### config.mk
export PLATFORM = sky130hd
export DESIGN_NAME = rtc_bcd_calendar
export DESIGN_NICKNAME = d
export VERILOG_FILES = /design/src/rtl/rtc_cal_pkg.sv /design/src/rtl/rtc_adj_timer.sv /design/src/rtl/rtc_sec_stage.sv /design/src/rtl/rtc_carry_chain.sv /design/src/rtl/rtc_bcd_calendar.sv
export SDC_FILE = /design/constraint.sdc
export NUM_CORES = 1
export LEC_CHECK = 0
export CAP_MARGIN = 0
export CORE_ASPECT_RATIO = 0.9
export CORE_MARGIN = 8
export CORE_UTILIZATION = 50
export DETAILED_ROUTE_END_ITERATION = 8
export PLACE_DENSITY = 0.78
export SYNTH_ARGS = -nofsm -noshare
export SYNTH_HDL_FRONTEND = slang
export SYNTH_SLANG_ARGS = --single-unit
export TNS_END_PERCENT = 1
### constraint.sdc
create_clock -name clk -period 11.08 [get_ports clk]
set_clock_uncertainty 0.2 [all_clocks]
set_input_delay 2.77 -clock clk [delete_from_list [all_inputs] [get_ports clk]]
set_output_delay 2.77 -clock clk [all_outputs]
set_load 0.02 [all_outputs]
### src/rtl/rtc_cal_pkg.sv
package rtc_cal_pkg;

  typedef struct packed {
    logic [7:0] sec;
    logic [7:0] min;
    logic [7:0] hour;   // always held as 24-hour BCD
    logic [2:0] dow;
    logic [7:0] day;
    logic [7:0] mon;
    logic [7:0] year;
  } cal_t;

  localparam cal_t CAL_INIT = '{sec: 8'h00, min: 8'h00, hour: 8'h00, dow: 3'd0,
                                day: 8'h01, mon: 8'h01, year: 8'h00};

  localparam logic [7:0] SEC_LAST  = 8'h59;
  localparam logic [7:0] SEC_HALF  = 8'h30;
  localparam logic [7:0] HOUR_LAST = 8'h23;
  localparam logic [7:0] HOUR_NOON = 8'h12;
  localparam logic [2:0] DOW_LAST  = 3'd6;

  function automatic logic [7:0] bcd_inc(input logic [7:0] v);
    if (v[3:0] == 4'd9) return {v[7:4] + 4'd1, 4'd0};
    return {v[7:4], v[3:0] + 4'd1};
  endfunction

  function automatic logic [6:0] bcd2bin(input logic [7:0] v);
    return 7'(v[7:4]) * 7'd10 + 7'(v[3:0]);
  endfunction

  function automatic logic [7:0] bin2bcd(input logic [6:0] b);
    logic [3:0] tens;
    tens = 4'(b / 7'd10);
    return {tens, 4'(b - 7'(tens) * 7'd10)};
  endfunction

  // two-digit year divisible by 4: even tens with units 0/4/8, odd tens with units 2/6
  function automatic logic is_leap(input logic [7:0] y);
    if (!y[4]) return (y[3:0] == 4'd0) || (y[3:0] == 4'd4) || (y[3:0] == 4'd8);
    return (y[3:0] == 4'd2) || (y[3:0] == 4'd6);
  endfunction

  function automatic logic [7:0] last_day(input logic [7:0] mon, input logic [7:0] year);
    case (mon)
      8'h02:                      return is_leap(year) ? 8'h29 : 8'h28;
      8'h04, 8'h06, 8'h09, 8'h11: return 8'h30;
      default:                    return 8'h31;
    endcase
  endfunction

  function automatic logic [7:0] hour_to_12(input logic [7:0] h24);
    logic [6:0] b;
    b = bcd2bin(h24);
    if (b == 7'd0)       b = 7'd12;
    else if (b > 7'd12)  b = b - 7'd12;
    return bin2bcd(b);
  endfunction

  function automatic logic [7:0] hour_to_24(input logic [7:0] h12, input logic pm);
    logic [6:0] b;
    b = bcd2bin(h12);
    if (b == 7'd12) b = 7'd0;
    if (pm)         b = b + 7'd12;
    return bin2bcd(b);
  endfunction

endpackage

### src/rtl/rtc_adj_timer.sv
module rtc_adj_timer #(
  parameter int ADJ_CYCLES = 3
) (
  input  logic clk,
  input  logic rst_n,
  input  logic req_i,
  output logic fire_o,
  output logic active_o
);
  localparam int CW = $clog2(ADJ_CYCLES + 1);

  logic [CW-1:0] cnt_q;

  assign active_o = (cnt_q != '0);
  assign fire_o   = req_i && !active_o;

  always_ff @(posedge clk or negedge rst_n) begin
    if (!rst_n)        cnt_q <= '0;
    else if (fire_o)   cnt_q <= CW'(ADJ_CYCLES);
    else if (active_o) cnt_q <= cnt_q - 1'b1;
  end
endmodule

### src/rtl/rtc_sec_stage.sv
module rtc_sec_stage
  import rtc_cal_pkg::*;
(
  input  logic [7:0] sec_i,
  input  logic       tick_i,
  input  logic       adj_i,
  output logic [7:0] sec_o,
  output logic       carry_o
);
  always_comb begin
    sec_o   = sec_i;
    carry_o = 1'b0;
    if (adj_i) begin
      sec_o   = 8'h00;
      carry_o = (sec_i >= SEC_HALF);
    end else if (tick_i) begin
      if (sec_i == SEC_LAST) begin
        sec_o   = 8'h00;
        carry_o = 1'b1;
      end else begin
        sec_o = bcd_inc(sec_i);
      end
    end
  end
endmodule

### src/rtl/rtc_carry_chain.sv
module rtc_carry_chain
  import rtc_cal_pkg::*;
(
  input  cal_t cur_i,
  output cal_t nxt_o
);
  always_comb begin
    nxt_o = cur_i;
    if (cur_i.min != SEC_LAST) begin
      nxt_o.min = bcd_inc(cur_i.min);
    end else begin
      nxt_o.min = 8'h00;
      if (cur_i.hour != HOUR_LAST) begin
        nxt_o.hour = bcd_inc(cur_i.hour);
      end else begin
        nxt_o.hour = 8'h00;
        nxt_o.dow  = (cur_i.dow == DOW_LAST) ? 3'd0 : cur_i.dow + 3'd1;
        if (cur_i.day != last_day(cur_i.mon, cur_i.year)) begin
          nxt_o.day = bcd_inc(cur_i.day);
        end else begin
          nxt_o.day = 8'h01;
          if (cur_i.mon != 8'h12) begin
            nxt_o.mon = bcd_inc(cur_i.mon);
          end else begin
            nxt_o.mon  = 8'h01;
            nxt_o.year = (cur_i.year == 8'h99) ? 8'h00 : bcd_inc(cur_i.year);
          end
        end
      end
    end
  end
endmodule

### src/rtl/rtc_bcd_calendar.sv
module rtc_bcd_calendar
  import rtc_cal_pkg::*;
#(
  parameter int ADJ_CYCLES = 3
) (
  input  logic       clk,
  input  logic       rst_n,
  input  logic       tick_1hz,
  input  logic       fmt_24h,
  input  logic       adj_req,
  input  logic       cnt_rst,
  input  logic       wr_valid,
  output logic       wr_ready,
  input  logic [7:0] wr_sec,
  input  logic [7:0] wr_min,
  input  logic [7:0] wr_hour,
  input  logic       wr_pm,
  input  logic [2:0] wr_dow,
  input  logic [7:0] wr_day,
  input  logic [7:0] wr_mon,
  input  logic [7:0] wr_year,
  output logic [7:0] rd_sec,
  output logic [7:0] rd_min,
  output logic [7:0] rd_hour,
  output logic       rd_pm,
  output logic [2:0] rd_dow,
  output logic [7:0] rd_day,
  output logic [7:0] rd_mon,
  output logic [7:0] rd_year,
  output logic       busy,
  output logic       adj_active
);
  cal_t       cal_q;
  cal_t       cal_carried;
  cal_t       cal_loaded;
  logic       busy_q;
  logic       adj_fire;
  logic [7:0] sec_nxt;
  logic       sec_carry;
  logic       wr_fire;

  rtc_adj_timer #(.ADJ_CYCLES(ADJ_CYCLES)) u_adj (
    .clk      (clk),
    .rst_n    (rst_n),
    .req_i    (adj_req),
    .fire_o   (adj_fire),
    .active_o (adj_active)
  );

  rtc_sec_stage u_sec (
    .sec_i   (cal_q.sec),
    .tick_i  (tick_1hz),
    .adj_i   (adj_fire),
    .sec_o   (sec_nxt),
    .carry_o (sec_carry)
  );

  rtc_carry_chain u_chain (
    .cur_i (cal_q),
    .nxt_o (cal_carried)
  );

  assign wr_ready = !busy_q;
  assign wr_fire  = wr_valid && wr_ready;

  always_comb begin
    cal_loaded.sec  = wr_sec;
    cal_loaded.min  = wr_min;
    cal_loaded.hour = fmt_24h ? wr_hour : hour_to_24(wr_hour, wr_pm);
    cal_loaded.dow  = wr_dow;
    cal_loaded.day  = wr_day;
    cal_loaded.mon  = wr_mon;
    cal_loaded.year = wr_year;
  end

  always_ff @(posedge clk or negedge rst_n) begin
    if (!rst_n) begin
      cal_q  <= CAL_INIT;
      busy_q <= 1'b0;
    end else if (cnt_rst) begin
      cal_q  <= CAL_INIT;
      busy_q <= 1'b0;
    end else if (wr_fire) begin
      cal_q  <= cal_loaded;
      busy_q <= 1'b0;
    end else begin
      if (busy_q) cal_q <= cal_carried;
      cal_q.sec <= sec_nxt;
      busy_q    <= sec_carry;
    end
  end

  assign busy    = busy_q;
  assign rd_sec  = cal_q.sec;
  assign rd_min  = cal_q.min;
  assign rd_hour = fmt_24h ? cal_q.hour : hour_to_12(cal_q.hour);
  assign rd_pm   = (cal_q.hour >= HOUR_NOON);
  assign rd_dow  = cal_q.dow;
  assign rd_day  = cal_q.day;
  assign rd_mon  = cal_q.mon;
  assign rd_year = cal_q.year;
endmodule

# Yosys cells after proc, flatten, opt, wreduce, memory -nomap -nowiden
# Index checks and enable logic that the tools add are counted.
# Widths: inputs -> output; s select.
totals:
  register_bits: 54
  input_bits: 59
  out_inout_bits: 55
  elab_cells: 178
op_classes:
  n_addsub: 20
  multipliers: 4
  div_mod_pow: 2
  magnitude_cmp: 3
  n_eq_ne: 31
  mux: 77
  n_reduce_logical: 26
op_table:
  columns: ["cell", "n"]
  rows:
  - ["$mux 8", 25]
  - ["$mux 51", 2]
  - ["$add 4x1->4 const B", 12]
  - ["$mux 43", 1]
  - ["$mux 1", 38]
  - ["$mux 35", 1]
  - ["$eq 4x4->1 const B", 7]
  - ["$mux 7", 4]
  - ["$mux 27", 1]
  - ["$eq 8x3->1 const B", 2]
  - ["$mux 16", 1]
  - ["$ne 4x4->1 const B", 4]
  - ["$pmux 8 s2", 1]
  - ["$add 7x4->7", 2]
  - ["$div 7x4->7 const B", 2]
  - ["$mul 4x3->6 const B", 2]
  - ["$ne 3x3->1 const B", 4]
  - ["$reduce_and 5->1", 2]
  - ["$eq 4x3->1 const B", 2]
  - ["$eq 8x2->1 const B", 1]
  - ["$eq 8x4->1 const B", 1]
  - ["$eq 8x5->1 const B", 1]
  - ["$eq 8x7->1 const B", 1]
  - ["$eq 8x8->1 const B", 1]
  - ["32 further kinds", 45]

# Depth between registers and ports, before layout
depth:
  depth_word: 25
  ltp_mapped: 32
  ltp_nobuf: 29

# Hierarchy
# A second synthesis with hierarchy kept.
hier_totals:
  cells_unflattened: 827
  area_unflattened_um2: 6452.4
by_module_without_submodules:
  columns: ["mod", "instances", "cells_per_inst", "area_each_um2", "seq_area_each_um2"]
  rows:
  - ["rtc_bcd_calendar", 1, 565, 4670.7, 1303.8]
  - ["rtc_carry_chain", 1, 209, 1371.3, 0.0]
  - ["rtc_sec_stage", 1, 43, 297.8, 0.0]
  - ["rtc_adj_timer", 1, 10, 112.6, 50.0]

# Worst setup path before layout
# Ideal clock, no wire load.
synth_timing:
  path_kind: "in2reg"
  startpoint: "input wr_hour[5]"
  endpoint: "register cal_q[29] (netlist name)"
  setup_time_ps: 131
  arrival_time_ps: 8802
  required_ps: 10749
  slack_ps: 1948
  cell_stages: 32
  path_buffers: 3
  path_cell_list: "ha_1 > ha_1 > fa_1 > clkbuf_1 > nor2b_1 > a32o_1 > or3_4 > o31ai_1 > ha_1 > nand2b_1 > clkbuf_1 > a211oi_1 > o211ai_1 > and3_1 > clkbuf_1 > inv_1 > and3_1 > o32ai_1 > ha_1 > nor2b_1 > a311oi_1 > a311oi_1 > a41oi_2 > ha_1 > fa_1 > nor2_1 > a21oi_1 > nor2_1 > o21ai_0 > a21oi_1 > o21ai_0 > o21ai_0"
synth_via:
  elab_chain_len: 12
synth_rtl:
  columns: ["item", "line", "source"]
  rows:
  - ["start: declaration", "rtc_bcd_calendar.sv:16", "input logic [7:0] wr_hour,"]
  - ["$mul 4x3->6 *", "rtc_cal_pkg.sv:28", "return 7'(v[7:4]) * 7'd10 + 7'(v[3:0]);"]
  - ["$add 7x4->7 *", "rtc_cal_pkg.sv:28", null]
  - ["$eq 7x4->1", "rtc_cal_pkg.sv:62", "if (b == 7'd12) b = 7'd0;"]
  - ["$mux 7 *", "rtc_cal_pkg.sv:62", null]
  - ["$add 7x4->7", "rtc_cal_pkg.sv:63", "if (pm) b = b + 7'd12;"]
  - ["$mux 7 *", "rtc_cal_pkg.sv:63", null]
  - ["$div 7x4->7", "rtc_cal_pkg.sv:33", "tens = 4'(b / 7'd10);"]
  - ["$mul 4x3->3", "rtc_cal_pkg.sv:34", "return {tens, 4'(b - 7'(tens) * 7'd10)};"]
  - ["$sub 4x4->4 *", "rtc_cal_pkg.sv:34", null]
  - ["$mux 8 *", "rtc_bcd_calendar.sv:69", "cal_loaded.hour = fmt_24h ? wr_hour : hour_to_24(wr_hour, wr_pm);"]
  - ["$mux 51 *", "rtc_bcd_calendar.sv:83", "end else if (wr_fire) begin"]
  - ["$mux 51 *", "rtc_bcd_calendar.sv:80", "end else if (cnt_rst) begin"]
  - ["end signal: assignment", "rtc_bcd_calendar.sv:84", "cal_q <= cal_loaded;"]
  - ["end signal: assignment", "rtc_bcd_calendar.sv:87", "if (busy_q) cal_q <= cal_carried;"]
  - ["end: declaration", "rtc_bcd_calendar.sv:33", "cal_t cal_q;"]
# Every way passes the cells marked *; elsewhere a longest branch is shown, timed or not.
# A chain may end at the register's enable or synchronous reset.

# Final worst setup path
layout_timing:
  startpoint: "input wr_hour[7]"
  endpoint: "register cal_q[29] (netlist name)"
# Same word-level chain as after synthesis.

==> impl_metrics.ini <==
[outcome]
outcome = finished, final reports clean

[placed_design]
dp_hpwl_um = 12100
place_congestion = 0.887
numPortBuffers = 113
pre_cts_ws_ns = 0.872
dpl-instance-area_um2 = 6710

[floorplanning]
rows = 37
die_x_um = 130
core_area_um2 = 11400
die-area_um2 = 15400
initial_core_util_pct = 51.2
die-height_um = 118
pin_count = 114

[critical_path]
end_kind = flip-flop
slowest_stage = fa_1
cp.arrival_ns = 9.96
reg2reg_slack_ns = 7.52
critical_path.most_common_cell = ha_1
crit_start = wr_hour[7]
cp.required_ns = 11.05
worst-path-max-fanout = 9
critPathLaunchType = primary input
reg2reg_to = rd_year[5]$_DFFE_PN0P_
worstReg2RegStart = cal_q[31]$_DFFE_PN0P_
worst_r2r_path_depth = 10
path_class = in2reg
cp_slowest_stage_delay_ns = 0.66

[timing]
worst-slew-pin-transition_ns = 0.719
fmax_ghz = 0.100
period_needed_ns = 9.98
grt_setup_unrepaired = false
maxSlewViolCount = 0
min_period_over_period_pct = 90.1
slew_headroom_pct = 52.0
hold_violations = 0
layout_setup_ws_ns = 1.10
tns_ns = 0
finalSetupViolCount = 0

[cts]
h-tree-depth = 2
cts_tree = yes
clk_path_buf_depth = 2
postCtsSetupRepairBufs = 0
clock_latency_ns = 0.29
path_clk_slew_ns = 0.07
cts_buffers = 5
cts_sinks = 54
post_cts_resized = 0
clockRootBuffer = clkbuf_16
holdBufCountCts = 0

[power]
ir_worst_vdd_uv = 144
p_leak_nw = 2.88
powerDensity_nw_per_um2 = 181

[yosys]
synthArstFlopShare_pct = 100
yosysWarnings = 0
ys_types = 81
synth-seq-cells = 54
synth_flop_cell = dfrtp_1
synth_area_um2 = 5830
synth_nets = 836
synth.avg_cell_area_um2 = 7.97
seq_area_frac_synth_pct = 23.2
synth-edff-count = 0
synth_cells = 731

[layout]
final_common_cell = clkdlybuf4s50_1
fillers = 1016
final_nets = 883
mostFrequentLayoutCells = 112 x clkdlybuf4s50_1, 70 x nor2_1, 68 x nand2_1, 54 x a21oi_1, 52 x dfrtp_1
antenna_cells = 0
area_growth_pct = 17.8
final_cell_area_um2 = 6870
drive_gt1_share_pct = 6.16

[worst_hold_path]
hold_class = reg2reg
min_path_cells = 1
worst_hold_startpoint = u_adj.cnt_q[0]$_DFFE_PN0P_
hold_path_end = u_adj.cnt_q[0]$_DFFE_PN0P_

[detailed_routing]
num_vias = 5581
wire_per_inst_um = 17.0
drt_iter0_markers = 427
viasPerCell = 5.97
wl_met3_um = 1190
wl_um = 15900
wl_met2_um = 7720
ant_nets = 0
maxUsedRoutingLayer = met4
drc = 0
detail_route.first_pass.iterations = 7
wl_met1_um = 6860

[flow_run]
maxCapViolCount = 0

[global_routing]
grt_pass1_vias = 5427
grt_overflow = 0
track_usage_pct = 20.1
antenna_found_initial = 0
grt_max_degree = 55
grt_pass1_wl_um = 26000
[worst max-delay path, delay by kind of cell]
family                     cells  cell delay (ns)
AOI/OAI and AO/OA             12             2.41
adders and majority gates      7             2.36
and+or+nand+nor                9             1.71
buffers and inverters          2             0.70
[sequential cells by signal (all words and copies together) (netlist names)]
name,count
u_adj.cnt_q,2
rd_sec,8
rd_mon,8
busy,1
rd_dow,3
cal_q,8
rd_year,8
rd_day,8
rd_min,8
[how the worst max path moves through the flow]
stage	slack, ns	end	depth (start not counted)
after detailed placement	0.87	cal_q[29]$_DFFE_PN0P_	30
after CTS	1.19	cal_q[29]$_DFFE_PN0P_	30
after global routing	0.60	cal_q[29]$_DFFE_PN0P_	30
after global placement	1.19	cal_q[29]$_DFFE_PN0P_	30
final	1.10	cal_q[29]$_DFFE_PN0P_	30
after floorplan	1.95	cal_q[29]$_DFFE_PN0P_	32
[stage by stage]
step                hold WS, ns  util [%]  cells  total power [W]
finish                    0.271      60.3    935          0.00124
global route              0.300      60.3    935          0.00133
CTS                       0.276      60.3    935          0.00124
detailed placement        0.266      59.0    927          0.00107
global placement          0.251      59.0    927          0.00104
floorplan                 0.240         -    731         0.000852
[area by class of cell]
type                    count  area (µm²)  share of cell area, %
clock buffers               6         139                   2.02
inverters                  41         154                   2.24
repair buffers            118        1160                   16.9
multi-input cells         558        3850                   56.0
flip-flops and latches     54        1350                   19.7
well taps                 156         195                   2.84
clock inverters             2        12.5                  0.182
[routing by layer]
| metal | up-vias | global-route usage [%] |
|---|---|---|
| met5 | - | 0 |
| met2 | 225 | 34.6 |
| met1 | 2649 | 25.2 |
| li1 | 2689 | - |
| met4 | 0 | 3.92 |
| met3 | 18 | 4.58 |
[kinds of logic (layout without fill, tap and decap cells)]
family                   Yosys count  in the layout  share of synthesized area (%)
AND/OR/NAND/NOR                  235            235                           19.6
AO/OA/AOI/OAI                    234            234                           28.2
buffers and inverters            119            167                           10.8
flip-flops                        54             54                           23.2
adder cells (fa/ha/maj)           46             46                           10.6
XOR/XNOR                          30             30                           5.15
multiplexers                      13             13                           2.34
[Yosys cell counts, drive strengths merged, types with 5 or more instances]
master	instances	share of area (%)
o21ai	53	4.6
mux2i	11	1.9
nor3b	7	0.90
nand3b	5	0.64
nand3	22	1.9
and3	8	0.86
nor3	17	1.5
o211ai	8	1.1
a21oi	56	4.9
inv	40	2.6
a211oi	13	1.7
o31ai	11	1.7
a221oi	5	0.86
a211o	5	0.77
o22ai	5	0.54
nor4b	5	0.75
a22oi	9	1.2
xnor2	20	3.1
buf	52	6.5
xor2	10	2.0
a22o	15	2.3
or3	5	0.71
nor2	70	4.5
fa	6	2.1
nand2	68	4.4
a21o	11	1.5
clkbuf	26	1.7
ha	40	8.6
a31oi	9	0.97
nor2b	8	0.86
dfrtp	52	22
a311oi	5	0.75
[report_power, final]
group	total, W	switching [W]	internal, W
clock	0.000163	0.0000735	0.0000898
sequential	0.000262	0.0000411	0.000221
combinational	0.000818	0.000448	0.000370
Note: power is estimated with default switching activity, not from simulation.
